$ cat src/rtl/sram_bus_pkg.sv
// Shared types for the SRAM bus controller.
package sram_bus_pkg;
    // Access phase: idle, first (start) cycle, second (completion) cycle.
    typedef enum logic [1:0] {PH_IDLE = 2'd0, PH_T1 = 2'd1, PH_T2 = 2'd2} phase_e;
    // Access size encoding on the request port.
    localparam logic [1:0] SZ_BYTE = 2'd0;
    localparam logic [1:0] SZ_HALF = 2'd1;
    localparam logic [1:0] SZ_WORD = 2'd2;
endpackage

$ cat src/rtl/sram_bus_seq.sv
// Beat sequencer: runs the two-phase access cycle and steps the beat address.
// Assumes the bus width input is stable while a request is in flight and that
// start is only raised when the sequencer reports it can accept.
module sram_bus_seq
    import sram_bus_pkg::*;
#(
    parameter int ADDR_W     = 26,
    parameter int LINE_BYTES = 32
) (
    input  logic              clk,
    input  logic              rst_n,
    input  logic              bus32,
    input  logic              start,
    input  logic [ADDR_W-1:0] st_addr,
    input  logic              st_write,
    input  logic [1:0]        st_size,
    input  logic              st_line,
    output phase_e            phase,
    output logic [ADDR_W-1:0] beat_addr,
    output logic              last
);
    localparam int CNT_W        = $clog2(LINE_BYTES);
    localparam int BEATS_W32    = LINE_BYTES / 4;
    localparam int BEATS_W16    = LINE_BYTES / 2;

    logic [CNT_W-1:0]  left;
    logic [ADDR_W-1:0] wmask;
    logic [ADDR_W-1:0] step;
    logic [ADDR_W-1:0] nxt_addr;
    logic [ADDR_W-1:0] load_addr;
    logic [CNT_W-1:0]  load_left;

    // Address step, wrapped increment, and the values loaded at acceptance.
    always_comb begin
        step      = bus32 ? ADDR_W'(4) : ADDR_W'(2);
        nxt_addr  = (beat_addr & ~wmask) | ((beat_addr + step) & wmask);
        load_addr = st_addr & ~(bus32 ? ADDR_W'(3) : ADDR_W'(1));
        if (st_line)
            load_left = bus32 ? CNT_W'(BEATS_W32 - 1) : CNT_W'(BEATS_W16 - 1);
        else if (!bus32 && st_write && st_size == SZ_WORD)
            load_left = CNT_W'(1);
        else
            load_left = '0;
    end

    assign last = (left == '0);

    // Phase, beat counter and beat address registers.
    always_ff @(posedge clk) begin
        if (!rst_n) begin
            phase     <= PH_IDLE;
            left      <= '0;
            beat_addr <= '0;
            wmask     <= '0;
        end else if (start) begin
            phase     <= PH_T1;
            left      <= load_left;
            beat_addr <= load_addr;
            wmask     <= st_line ? ADDR_W'(LINE_BYTES - 1) : ADDR_W'(3);
        end else begin
            case (phase)
                PH_T1: phase <= PH_T2;
                PH_T2: begin
                    if (!last) begin
                        phase     <= PH_T1;
                        left      <= left - CNT_W'(1);
                        beat_addr <= nxt_addr;
                    end else begin
                        phase <= PH_IDLE;
                    end
                end
                default: phase <= PH_IDLE;
            endcase
        end
    end


    t1_then_t2_chk: assert property (@(posedge clk) disable iff (!rst_n)
        (phase == PH_T1) |=> (phase == PH_T2));

    step_in_block_chk: assert property (@(posedge clk) disable iff (!rst_n)
        (phase == PH_T2 && !last && !start) |=>
        ((beat_addr & ~wmask) == ($past(beat_addr) & ~$past(wmask))));
endmodule

$ cat src/rtl/sram_bus_lane.sv
// Lane decode: picks write enables and places write data on the pins for
// the configured width. Assumes naturally aligned requests and request data
// already sitting in the byte lanes of its 32-bit word.
module sram_bus_lane
    import sram_bus_pkg::*;
#(
    parameter int DATA_W = 32,
    parameter int LANES  = DATA_W / 8
) (
    input  logic              bus32,
    input  logic              active,
    input  logic              write,
    input  logic [1:0]        size,
    input  logic [1:0]        lo,
    input  logic              half_sel,
    input  logic [DATA_W-1:0] wdata,
    output logic [LANES-1:0]  we_n,
    output logic [DATA_W-1:0] dq_out,
    output logic              dq_oe
);
    localparam int HALF = DATA_W / 2;

    logic [LANES-1:0] en;

    // Lane enable pattern for the access size and width.
    always_comb begin
        en = '0;
        if (bus32) begin
            case (size)
                SZ_BYTE: en[lo] = 1'b1;
                SZ_HALF: en = lo[1] ? LANES'(4'b1100) : LANES'(4'b0011);
                default: en = '1;
            endcase
        end else begin
            if (size == SZ_BYTE) en[{1'b0, lo[0]}] = 1'b1;
            else                 en = LANES'(4'b0011);
        end
    end

    // Active-low enables and pin data for the current beat.
    always_comb begin
        we_n   = (active && write) ? ~en : '1;
        dq_oe  = active && write;
        dq_out = wdata;
        if (!bus32)
            dq_out[HALF-1:0] = half_sel ? wdata[DATA_W-1:HALF] : wdata[HALF-1:0];
    end
endmodule

$ cat src/rtl/sram_bus_ctrl.sv
// SRAM bus controller top: accepts requests, runs fixed two-cycle accesses
// through the sequencer, decodes lanes and captures read data.
// Assumes cfg_bus32 changes only while the controller is idle.
module sram_bus_ctrl
    import sram_bus_pkg::*;
#(
    parameter int ADDR_W     = 26,
    parameter int DATA_W     = 32,
    parameter int LINE_BYTES = 32,
    parameter int LANES      = DATA_W / 8
) (
    input  logic              clk,
    input  logic              rst_n,
    input  logic              cfg_bus32,
    input  logic              req_valid,
    output logic              req_ready,
    input  logic [ADDR_W-1:0] req_addr,
    input  logic              req_write,
    input  logic [1:0]        req_size,
    input  logic [DATA_W-1:0] req_wdata,
    input  logic              req_line,
    output logic              rsp_valid,
    output logic [DATA_W-1:0] rsp_rdata,
    output logic              mem_cs_n,
    output logic              mem_bs_n,
    output logic              mem_rd_n,
    output logic [LANES-1:0]  mem_we_n,
    output logic [ADDR_W-1:0] mem_addr,
    output logic [DATA_W-1:0] mem_dq_out,
    output logic              mem_dq_oe,
    input  logic [DATA_W-1:0] mem_dq_in
);
    localparam int HALF = DATA_W / 2;

    phase_e            phase;
    logic [ADDR_W-1:0] beat_addr;
    logic              last;
    logic              start;
    logic              eff_write;
    logic              op_write;
    logic [1:0]        op_size;
    logic [1:0]        op_lo;
    logic [DATA_W-1:0] op_wdata;
    logic              active;

    assign req_ready = (phase == PH_IDLE) || (phase == PH_T2 && last);
    assign start     = req_valid && req_ready;
    assign eff_write = req_write && !req_line;
    assign active    = (phase != PH_IDLE);

    sram_bus_seq #(.ADDR_W(ADDR_W), .LINE_BYTES(LINE_BYTES)) u_seq (
        .clk(clk), .rst_n(rst_n), .bus32(cfg_bus32), .start(start),
        .st_addr(req_addr), .st_write(eff_write), .st_size(req_size),
        .st_line(req_line), .phase(phase), .beat_addr(beat_addr), .last(last)
    );

    // Request attributes held for the whole run of beats.
    always_ff @(posedge clk) begin
        if (!rst_n) begin
            op_write <= 1'b0;
            op_size  <= SZ_BYTE;
            op_lo    <= '0;
            op_wdata <= '0;
        end else if (start) begin
            op_write <= eff_write;
            op_size  <= req_size;
            op_lo    <= req_addr[1:0];
            op_wdata <= req_wdata;
        end
    end

    sram_bus_lane #(.DATA_W(DATA_W), .LANES(LANES)) u_lane (
        .bus32(cfg_bus32), .active(active), .write(op_write), .size(op_size),
        .lo(op_lo), .half_sel(beat_addr[1]), .wdata(op_wdata),
        .we_n(mem_we_n), .dq_out(mem_dq_out), .dq_oe(mem_dq_oe)
    );

    assign mem_cs_n = !active;
    assign mem_bs_n = (phase != PH_T1);
    assign mem_rd_n = !(active && !op_write);
    assign mem_addr = beat_addr;

    // Capture full-width read data at the end of each read access.
    always_ff @(posedge clk) begin
        if (!rst_n) begin
            rsp_valid <= 1'b0;
            rsp_rdata <= '0;
        end else begin
            rsp_valid <= (phase == PH_T2) && !op_write;
            if (phase == PH_T2 && !op_write)
                rsp_rdata <= cfg_bus32 ? mem_dq_in : {{HALF{1'b0}}, mem_dq_in[HALF-1:0]};
        end
    end


    bs_single_chk: assert property (@(posedge clk) disable iff (!rst_n)
        !mem_bs_n |=> mem_bs_n);

    cs_span_chk: assert property (@(posedge clk) disable iff (!rst_n)
        !mem_bs_n |-> (!mem_cs_n ##1 !mem_cs_n));

    we_in_access_chk: assert property (@(posedge clk) disable iff (!rst_n)
        (mem_we_n != '1) |-> (!mem_cs_n && mem_rd_n));

    upper_idle_chk: assert property (@(posedge clk) disable iff (!rst_n)
        !cfg_bus32 |-> (mem_we_n[LANES-1:2] == '1));

    rsp_after_read_chk: assert property (@(posedge clk) disable iff (!rst_n)
        rsp_valid |-> $past(!mem_cs_n && mem_bs_n && !mem_rd_n));

    no_accept_mid_chk: assert property (@(posedge clk) disable iff (!rst_n)
        (!mem_bs_n) |-> !req_ready);
endmodule

$ cat config.mk
export PLATFORM = sky130hd
export DESIGN_NAME = sram_bus_ctrl
export DESIGN_NICKNAME = d
export VERILOG_FILES = /design/src/rtl/sram_bus_pkg.sv /design/src/rtl/sram_bus_seq.sv /design/src/rtl/sram_bus_lane.sv /design/src/rtl/sram_bus_ctrl.sv
export SDC_FILE = /design/constraint.sdc
export NUM_CORES = 1
export LEC_CHECK = 0
export CORE_MARGIN = 1
export CORE_UTILIZATION = 45
export DETAILED_ROUTE_END_ITERATION = 16
export PLACE_DENSITY = 0.83
export REMOVE_ABC_BUFFERS = 1
export SLEW_MARGIN = 20
export SYNTH_ARGS = -nofsm -noshare
export SYNTH_HDL_FRONTEND = slang
export SYNTH_SLANG_ARGS = --single-unit
$ cat constraint.sdc
create_clock -name clk -period 5.8 [get_ports clk]
set_input_delay 1.16 -clock clk [delete_from_list [all_inputs] [get_ports clk]]
set_output_delay 1.16 -clock clk [all_outputs]
set_load 0.1 [all_outputs]
After elaboration in Yosys (flattened, before gate mapping)
Index checks and enable logic that the tools add are counted.
W data, S select, Z words.

storage, ports and cells
  bits of input ports = 98
  flip-flop bits (word level) = 129

cells by class
  eq/ne operators = 6
  $add $sub $neg = 2
  bitwise logic cells = 8
  muxes and demuxes = 27
  order comparisons = 4
  reduce and logical (&&, ||, !) cells = 23

operator list
  cell                   count
  $and A26 B26 Y26       3
  $mux W26               3
  $not A26 Y26           2
  $mux W16               2
  $mux W32               1
  $add A26 B26 Y26       1
  $or A26 B26 Y26        1
  $mux W5                5
  $mux W4                4
  $logic_and A1 B1 Y1    10
  $pmux W4 S2            1
  $logic_not A1 Y1       5
  $logic_not A5 Y1       1
  $mux W1                5
  $sub A5 B1 Y5 const B  1
  $eq A2 B1 Y1 const B   2
  $eq A2 B2 Y1 const B   2
  $logic_not A2 Y1       2
  $mux W2                2
  $ne A2 B1 Y1 const B   2
  $not A4 Y4             1
  $pmux W2 S2            1
  $reduce_bool A2 Y1     2
  $lt A1 B3 Y1 const B   1
  other kinds (10)       10

Depth between registers and ports, before layout
Gate-level depths: netlist of the first run.

  depth after elaboration = 8
  gate-level depth with buffers = 8

By module
From an unflattened synthesis of the first run, not the netlist that was laid out.

unflattened totals
  cells, all modules = 512
  area total of the unflattened synthesis = 4723.3 um2

by module, submodules not included
  module         times used  area an instance (um2)  seq. area each (um2)  cells each
  sram_bus_ctrl  1           2757.6                  1401.3                315
  sram_bus_seq   1           1526.5                  700.7                 151
  sram_bus_lane  1           439.2                   0.0                   46

Least setup slack after synthesis of the first run
No wires, ideal clock.

  kind = register to output
  start = register u_seq.phase[0]
  end = output mem_we_n[1]
  setup slack = 145 ps
  buffers on the path = 0
  stages on the path, launching flop included = 5
  data arrival time = 4495 ps
  path through = dfxtp_1 > inv_1 > ha_1 > nor2b_1 > o21ai_0

between the ends
  longest elaborated chain between the ends = 3

RTL lines
  element                 line                 text
  start, declared         sram_bus_seq.sv:18   output phase_e phase,
  start signal, assigned  sram_bus_seq.sv:51   phase <= PH_IDLE;
  start signal, assigned  sram_bus_seq.sv:56   phase <= PH_T1;
  start signal, assigned  sram_bus_seq.sv:62   PH_T1: phase <= PH_T2;
  $reduce_bool A2 Y1      sram_bus_ctrl.sv:49  assign active = (phase != PH_IDLE);
  $logic_and A1 B1 Y1     n/a
  via mem_dq_oe           sram_bus_ctrl.sv:30  output logic mem_dq_oe,
  $mux W4                 sram_bus_lane.sv:42  we_n = (active && write) ? ~en : '1;
  end, declared           sram_bus_ctrl.sv:27  output logic [LANES-1:0] mem_we_n,

The timed path passes the listed nets, and every way through them passes these cells.

Worst setup path after layout of the first run
  start = input cfg_bus32
  end = output mem_dq_out[1]

between the ends
  longest elaborated chain between the ends = 1

RTL lines
  element          line                 text
  start, declared  sram_bus_ctrl.sv:14  input logic cfg_bus32,
  $mux W16         sram_bus_lane.sv:45  if (!bus32)
  end, declared    sram_bus_ctrl.sv:29  output logic [DATA_W-1:0] mem_dq_out,

Every way passes these cells.

==> results of run 1 <==
==> power by group through the flow <==
stage | logic (mW) | clock network, mW | registers (mW)
finish | 0.531 | 0.450 | 0.787
CTS | 0.534 | 0.466 | 0.787
global route | 0.559 | 0.497 | 0.793
global placement | 0.524 | 0 | 0.801
floorplan | 0.192 | 0 | 0.968
detailed placement | 0.532 | 0 | 0.804
==> cell families (layout without fill, tap and decap cells) <==
| kind of cell | Yosys count | count (layout) |
|---|---|---|
| xor gates and xnor gates | 3 | 3 |
| and+or+nand+nor | 193 | 193 |
| muxes | 16 | 16 |
| buffers and inverters | 62 | 223 |
| adders and majority gates | 8 | 8 |
| AOI/OAI and AO/OA | 124 | 124 |
| DFF | 105 | 105 |
==> critical path, delay by kind of cell <==
family	cells	cell delay, ns
mux	1	0.43
buf+inv	2	0.95
simple gates	1	0.85
==> area by class of cell <==
type | instances | area, µm² | area share
inverters | 7 | 26.3 | 0.00405
clock inverters | 5 | 61.3 | 0.00946
flip-flops and latches | 105 | 2100 | 0.324
clock buffers | 11 | 131 | 0.0203
repair buffers | 200 | 1940 | 0.300
multi-input cells | 344 | 2050 | 0.317
well taps | 129 | 161 | 0.0249
==> synth_stat cells, drive strengths merged <==
cell / count
nor2: 3
ha: 7
a21o: 2
a21oi: 8
a211oi: 1
o21bai: 1
dfxtp: 105
xor2: 1
buf: 31
nand2b: 2
a31oi: 2
o31ai: 1
and3: 3
nand3: 9
mux2: 16
or4b: 1
fa: 1
nor3: 4
a21boi: 78
o211ai: 2
or2: 1
nand4: 1
o21a: 3
nor2b: 5
a311oi: 1
a22o: 16
nor4bb: 1
o21ai: 9
xnor2: 2
clkbuf: 24
inv: 7
nor4b: 2
and2: 4
nand2: 156
or3: 1
==> flip-flops by register name, indices dropped and copies added (netlist names), named ones only <==
signal and cells:
op_wdata 32, rsp_rdata 32, u_seq.beat_addr 22, u_seq.left 5
op_lo 2, op_size 2, u_seq.phase 2, u_seq.wmask 2
op_write 1, rsp_valid 1
==> path summary, 6_finish.rpt <==
kind / endpoint / cells after the start
worst min-delay path: op_wdata[14]$_SDFFE_PN0N_ / 2
worst max register to register: u_seq.left[1]$_SDFFE_PN0P_ / 7
worst min register to register: op_wdata[14]$_SDFFE_PN0N_ / 2
worst max-delay path: mem_dq_out[1] / 4
==> routing by layer <==
metal	vias to the layer above	routed length, µm
li1	1994	-
met1	1834	5020
met2	156	5690
met3	9	898
met4	0	132
met5	-	0
==> impl_metrics.csv, run 1 <==
group,metric,value,unit
run_status,outcome,"complete, no violations",
floorplan,fp.dieH,101,µm
place,detailedPlace.worstSlack,1.24,ns
global_routing,grt_max_degree,80,
global_routing,overflow,0,
clocking,clk_pin_slew_worst_paths,0.10,ns
final_layout,final_cells,801,
hold_path,hold_start,"op_wdata[14]$_SDFFE_PN0N_",
yosys,synth-simple-area-share,0.182,
power,p_sw,0.641,mW
routing,post_drt_via_cell_ratio,4.99,
power,power_density,273,nW/µm²
worst_setup_path,cpPeakStageDelay,0.85,ns
clocking,cts_buffers,9,
global_routing,met3_usage,0.0635,
global_routing,grtUsageTotal,0.229,
routing,routed_wl,11700,µm
final_layout,fin_util,0.688,
yosys,ys_seq_area_frac,0.472,
worst_setup_path,r2r_slack,3.25,ns
yosys,synth.top_cell.area_share,0.472,
worst_setup_path,worstSetupStartpoint,"cfg_bus32",
routing,vias,3993,
power,ir_worst_vdd,187,µV
clocking,post_cts_buffers,0,
timing,setup_viol,0,
final_layout,final_common_cell,"clkdlybuf4s50_1",
routing,dr.pass1.iters,4,
worst_setup_path,worst-path-max-fanout,16,
clocking,cts_tree,"yes",
place,post_dp_cell_area,6280,µm²
yosys,synth_top_family_by_area,"compound AO/OA/AOI/OAI gates",
global_routing,antenna_found_initial,0,
clocking,htreeDepth,3,
hold_path,timing.hold.worst.class,"flip-flop to flip-flop",
power,p_total,1.77,mW
final_layout,syn2layout_area_growth,45.5,%
routing,drc,0,
timing,rsz0062_at_grt,"no",
yosys,synth-compound-area-share,0.206,
place,placed_cells,785,
yosys,syn_inst,511,
timing,finalHoldViolations,0,
final_layout,fillers,761,
yosys,ys_warn_count,0,
clocking,post_cts_hold_buffer_count,0,
yosys,yosysTopAreaCell,"dfxtp_1",
floorplan,die_w,101,µm
final_layout,drive_gt1_frac,0.0893,
final_layout,fin_nets,773,
yosys,synth.area.top_cells,"dfxtp_1 (47%), nand2_1 (13%), a21boi_0 (12%)",
global_routing,grt_pass1_vias,3885,
yosys,yosys.area_share.adder,0.0242,
clocking,clock_latency,0.35,ns
power,pwr-share-seq,0.445,
timing,skew,0.0150,ns
floorplan,initial_core_util,0.473,
timing,min_period,4.57,ns
yosys,syn_area,4450,µm²
worst_setup_path,worstSetupPathType,"input port to output pin",
place,globalplace.congestion,0.795,
clocking,clock_path_buffers,2,
floorplan,dieArea,10300,µm²
yosys,synth.mux.area_fraction,0.0405,
clocking,clock-root-buffer,"clkbuf_8",
worst_setup_path,cp-end-kind,"output pin",
final_layout,antenna_cells,0,
power,combPwrFrac,0.300,
timing,finalCritPeriodShare,0.787,
routing,drt_iter0_drc,124,
yosys,synthDistinctLibCells,42,
place,io_buffers,197,
power,internal_power,1.13,mW
timing,slew_viol_final,0,
floorplan,fp-row-count,35,
timing,hold_ws,0.465,ns
power,clkPwrFrac,0.255,
worst_setup_path,crit_required,4.64,ns
global_routing,busiest_layer,"met2",
timing,fin_tns_setup,0,ns
floorplan,pin_count,198,
routing,post_drt_wl_per_cell,14.7,µm
clocking,ctsResizeCount,0,
timing,tightest_slew,1.00,ns
final_layout,fin_area,6480,µm²
power,p_leak,2.42,nW
timing,worst_slack,1.23,ns
worst_setup_path,reg2reg_from,"u_seq.phase[0]$_SDFF_PN0_",
global_routing,use_met2,0.402,
yosys,ys_ff_latch,105,
worst_setup_path,start_kind,"input port",
power,netSwitchingFraction,0.363,
final_layout,layout_common_cells,"clkdlybuf4s50_1 (178), nand2_1 (156), dfxtp_1 (105), a21boi_0 (69), buf_4 (21)",
worst_setup_path,cp.arrival,3.41,ns
yosys,syn_avg_cell_area,8.71,µm²
floorplan,core_area,9420,µm²
clocking,cts.sinks,105,
job,drv_cap,0,
yosys,synth-xor-area-share,0.00590,
worst_setup_path,cp_cell_sequence,"clkdlybuf4s50_1, nor2b_2, mux2_2, buf_4",
global_routing,grt_pass1_wl,18600,µm
place,hpwl,8650,µm
global_routing,grt_util_met1,0.271,
timing,relSlewSlack,0.329,
routing,ant_nets,0,
worst_setup_path,crit_path_top_delay_cell,"nor2b_2",
timing,fmax,219,MHz
Power figures use the tool's default switching activity.
==> run 2: changes to the inputs <==
--- a/config.mk
+++ b/config.mk
@@ -6,9 +6,9 @@
 export NUM_CORES = 1
 export LEC_CHECK = 0
 export CORE_MARGIN = 1
-export CORE_UTILIZATION = 45
+export CORE_UTILIZATION = 38
 export DETAILED_ROUTE_END_ITERATION = 16
-export PLACE_DENSITY = 0.83
+export PLACE_DENSITY = 0.75
 export REMOVE_ABC_BUFFERS = 1
 export SLEW_MARGIN = 20
 export SYNTH_ARGS = -nofsm -noshare
==> constraint.sdc (replaced) <==
create_clock -name clk -period 4.15 [get_ports clk]
set_input_delay 0.83 -clock clk [delete_from_list [all_inputs] [get_ports clk]]
set_output_delay 0.83 -clock clk [all_outputs]
set_load 0.1 [all_outputs]
==> impl_metrics.csv, run 2 (same netlist as run 1, synthesis figures left out) <==
group,metric,value,unit
routing,ant_nets,0,
routing,vias,4006,
run_status,outcome,"complete, no violations",
final_layout,fin_nets,776,
clocking,cts_buffers,9,
floorplan,die_w,110,µm
timing,min_period,3.23,ns
clocking,ctsResizeCount,0,
worst_setup_path,cp.arrival,2.40,ns
place,detailedPlace.worstSlack,0.915,ns
worst_setup_path,cp-end-kind,"output pin",
timing,finalHoldViolations,0,
final_layout,fin_util,0.600,
timing,rsz0062_at_grt,"no",
final_layout,drive_gt1_frac,0.101,
clocking,htreeDepth,3,
floorplan,fp.dieH,110,µm
global_routing,antenna_found_initial,0,
routing,drc,0,
routing,routed_wl,12200,µm
global_routing,grt_pass1_wl,18500,µm
final_layout,final_common_cell,"clkdlybuf4s50_1",
routing,post_drt_via_cell_ratio,4.90,
final_layout,largestRegisters,"op_wdata: 32 flops, rsp_rdata: 32 flops, u_seq.beat_addr: 22 flops",
power,pwr-share-seq,0.399,
worst_setup_path,worstSetupPathType,"input port to output pin",
worst_setup_path,start_kind,"input port",
hold_path,timing.hold.worst.class,"flip-flop to flip-flop",
timing,worst_slack,0.923,ns
power,netSwitchingFraction,0.343,
job,drv_cap,0,
routing,post_drt_wl_per_cell,14.9,µm
worst_setup_path,crit_required,3.32,ns
clocking,cts_tree,"yes",
clocking,clock-root-buffer,"clkbuf_16",
clocking,post_cts_hold_buffer_count,0,
global_routing,grtUsageTotal,0.199,
floorplan,initial_core_util,0.390,
power,p_total,2.76,mW
routing,drt_iter0_drc,212,
power,power_density,403,nW/µm²
clocking,cts.sinks,105,
worst_setup_path,worst-path-max-fanout,16,
routing,dr.pass1.iters,4,
floorplan,pin_count,198,
timing,tightest_slew,1.01,ns
floorplan,core_area,11400,µm²
final_layout,layout_common_cells,"clkdlybuf4s50_1 (174), nand2_1 (156), dfxtp_1 (105), a21boi_0 (69), buf_12 (18)",
power,combPwrFrac,0.287,
timing,setup_viol,0,
power,p_sw,0.945,mW
place,globalplace.congestion,0.797,
clocking,clock_path_buffers,2,
power,p_leak,2.55,nW
power,ir_worst_vdd,327,µV
clocking,clock_latency,0.35,ns
global_routing,grt_pass1_vias,3870,
timing,skew,0.00828,ns
final_layout,antenna_cells,0,
place,hpwl,8780,µm
timing,finalCritPeriodShare,0.777,
global_routing,grt_max_degree,74,
floorplan,dieArea,12200,µm²
global_routing,overflow,0,
clocking,clk_pin_slew_worst_paths,0.07,ns
final_layout,syn2layout_area_growth,53.8,%
timing,fmax,310,MHz
timing,relSlewSlack,0.323,
place,io_buffers,197,
timing,hold_ws,0.454,ns
clocking,post_cts_buffers,0,
floorplan,fp-row-count,39,
timing,slew_viol_final,0,
power,internal_power,1.81,mW
power,clkPwrFrac,0.314,
timing,fin_tns_setup,0,ns
==> run 2: stage by stage <==
step	area, µm²	instances
floorplan	4170	456
global placement	6540	802
detailed placement	6540	802
CTS	6850	818
global route	6850	818
finish	6850	818
==> run 2: layout make-up <==
cell class / count / area, µm²
multi-input cells: 344 / 2050
clock inverters: 6 / 67.6
flip-flops and latches: 105 / 2100
well taps: 143 / 179
inverters: 7 / 26.3
repair buffers: 203 / 2180
fillers: 1013 / 4570
clock buffers: 10 / 239
==> run 2: path summary, 6_finish.rpt <==
check | start | end | slack [ns] | cells past startpoint
max | cfg_bus32 | mem_dq_out[3] | 0.92 | 6
min | u_seq.beat_addr[25]$_SDFFE_PN0P_ | u_seq.beat_addr[25]$_SDFFE_PN0P_ | 0.45 | 2
max reg2reg | u_seq.phase[0]$_SDFF_PN0_ | u_seq.wmask[3]$_SDFFE_PN0N_ | 1.70 | 7
min reg2reg | u_seq.beat_addr[25]$_SDFFE_PN0P_ | u_seq.beat_addr[25]$_SDFFE_PN0P_ | 0.45 | 2
==> run 2: routing by layer <==
layer,GRT usage,vias to the layer above,part of all wire
li1,-,2005,-
met1,0.225,1821,0.40
met2,0.337,165,0.47
met3,0.0747,15,0.11
met4,0.0808,0,0.016
met5,0,-,0
==> run 2: power by group through the flow <==
stage / clock [mW] / sequential, mW / combinational, mW
after floorplan: 0 / 1.35 / 0.268
after CTS: 0.893 / 1.10 / 0.795
after detailed placement: 0 / 1.12 / 0.793
after global routing: 0.935 / 1.11 / 0.831
after global placement: 0 / 1.12 / 0.782
final: 0.866 / 1.10 / 0.791
==> run 2: worst max-delay path, stage by stage <==
cell	delay, ns
clkdlybuf4s50_1	0.41
buf_4	0.20
nor2b_2	0.11
buf_4	0.25
mux2_2	0.40
buf_12	0.17
==> run 3: changes to the inputs <==
==> constraint.sdc (replaced) <==
create_clock -name clk -period 2.75 [get_ports clk]
set_input_delay 0.55 -clock clk [delete_from_list [all_inputs] [get_ports clk]]
set_output_delay 0.55 -clock clk [all_outputs]
set_load 0.1 [all_outputs]
==> impl_metrics.csv, run 3 (same netlist as run 1, synthesis figures left out) <==
group,metric,value,unit
run_status,outcome,"complete, no violations",
final_layout,antenna_cells,0,
floorplan,die_w,110,µm
timing,finalHoldViolations,0,
clocking,post_cts_hold_buffer_count,0,
power,p_total,4.20,mW
routing,drc,0,
clocking,htreeDepth,3,
final_layout,layout_common_cells,"nand2_1 (156), dfxtp_1 (105), clkdlybuf4s50_1 (96), buf_4 (87), a21boi_0 (69)",
floorplan,initial_core_util,0.390,
global_routing,antenna_found_initial,0,
clocking,clk_pin_slew_worst_paths,0.07,ns
routing,routed_wl,11700,µm
routing,dr.pass1.iters,5,
global_routing,grt_pass1_vias,3743,
worst_setup_path,cp.arrival,2.01,ns
global_routing,grt_pass1_wl,17700,µm
floorplan,dieArea,12200,µm²
clocking,cts_buffers,9,
global_routing,grtUsageTotal,0.190,
timing,slew_viol_final,0,
routing,vias,4032,
timing,tightest_slew,0.813,ns
global_routing,overflow,0,
place,globalplace.congestion,0.768,
worst_setup_path,cp-end-kind,"output pin",
clocking,clock_latency,0.34,ns
clocking,clock-root-buffer,"clkbuf_16",
place,io_buffers,197,
timing,min_period,2.56,ns
timing,worst_slack,0.192,ns
worst_setup_path,r2r_slack,0.63,ns
floorplan,pin_count,198,
power,p_leak,2.76,nW
power,power_density,618,nW/µm²
floorplan,fp.dieH,110,µm
timing,rsz0062_at_grt,"no",
timing,fmax,391,MHz
timing,finalCritPeriodShare,0.930,
hold_path,timing.hold.worst.class,"flip-flop to flip-flop",
clocking,ctsResizeCount,0,
clocking,cts_tree,"yes",
place,detailedPlace.worstSlack,0.180,ns
power,ir_worst_vdd,354,µV
worst_setup_path,worst-path-max-fanout,16,
worst_setup_path,start_kind,"input port",
worst_setup_path,crit_required,2.20,ns
floorplan,fp-row-count,39,
clocking,post_cts_buffers,0,
routing,drt_iter0_drc,211,
job,drv_cap,0,
clocking,clock_path_buffers,2,
final_layout,final_common_cell,"nand2_1",
routing,ant_nets,0,
final_layout,drive_gt1_frac,0.222,
global_routing,grt_max_degree,67,
routing,post_drt_wl_per_cell,14.2,µm
final_layout,fin_nets,782,
final_layout,largestRegisters,"op_wdata: 32 flops, rsp_rdata: 32 flops, u_seq.beat_addr: 22 flops",
routing,post_drt_via_cell_ratio,4.90,
timing,setup_viol,0,
floorplan,core_area,11400,µm²
final_layout,syn2layout_area_growth,52.6,%
timing,skew,0.00466,ns
timing,relSlewSlack,0.458,
worst_setup_path,worstSetupPathType,"input port to output pin",
place,hpwl,8520,µm
clocking,cts.sinks,105,
## run 3: cell types whose count changed in the layout (fill, tap and decap cells not counted), sizes merged
cell / delta
buf: +84
clkdlybuf4s50: -78
clkinv: -2
bufinv: +1
## run 3: critical path: stages
cell and delay [ns]:
clkdlybuf4s50_1 0.52, nor2b_2 0.20, buf_12 0.17, mux2_2 0.38, buf_12 0.17
## run 3: stage by stage
stage                     setup TNS, ns  utilization  area (µm²)  cells  hold WS, ns
after floorplan                  -21.56            -        4170    456        0.433
after global placement                0        0.567        6480    808        0.443
after global routing                  0        0.595        6800    823        0.483
final                                 0        0.595        6800    823        0.459
after CTS                             0        0.595        6800    823        0.463
after detailed placement              0        0.567        6480    808        0.453
## run 3: area by class of cell
type | count | area [µm²]
clock buffer | 10 | 239
clock inverter | 5 | 80.1
fill | 976 | 4620
inverter | 7 | 26.3
multi-input combinational | 344 | 2050
sequential | 105 | 2100
tap | 143 | 179
timing repair buffer | 209 | 2120
## run 3: power breakdown
group | switching [mW] | internal [mW]
clock network | 0.540 | 0.815
logic | 0.789 | 0.395
registers | 0.0597 | 1.60
## run 3: path summary, 6_finish.rpt
check,start,end,cells after the start
hold reg to reg,u_seq.beat_addr[25]$_SDFFE_PN0P_,u_seq.beat_addr[25]$_SDFFE_PN0P_,2
setup reg to reg,u_seq.phase[0]$_SDFF_PN0_,rsp_rdata[18]$_SDFFE_PN0P_,6
setup / recovery,cfg_bus32,mem_dq_out[1],5
hold / removal,u_seq.beat_addr[25]$_SDFFE_PN0P_,u_seq.beat_addr[25]$_SDFFE_PN0P_,2
## run 3: layer usage
metal	GRT usage	share of wire	up-vias
met5	0	0	-
met4	0.0771	0.016	0
met3	0.0670	0.097	12
met2	0.321	0.47	154
met1	0.219	0.42	1852
li1	-	-	2014
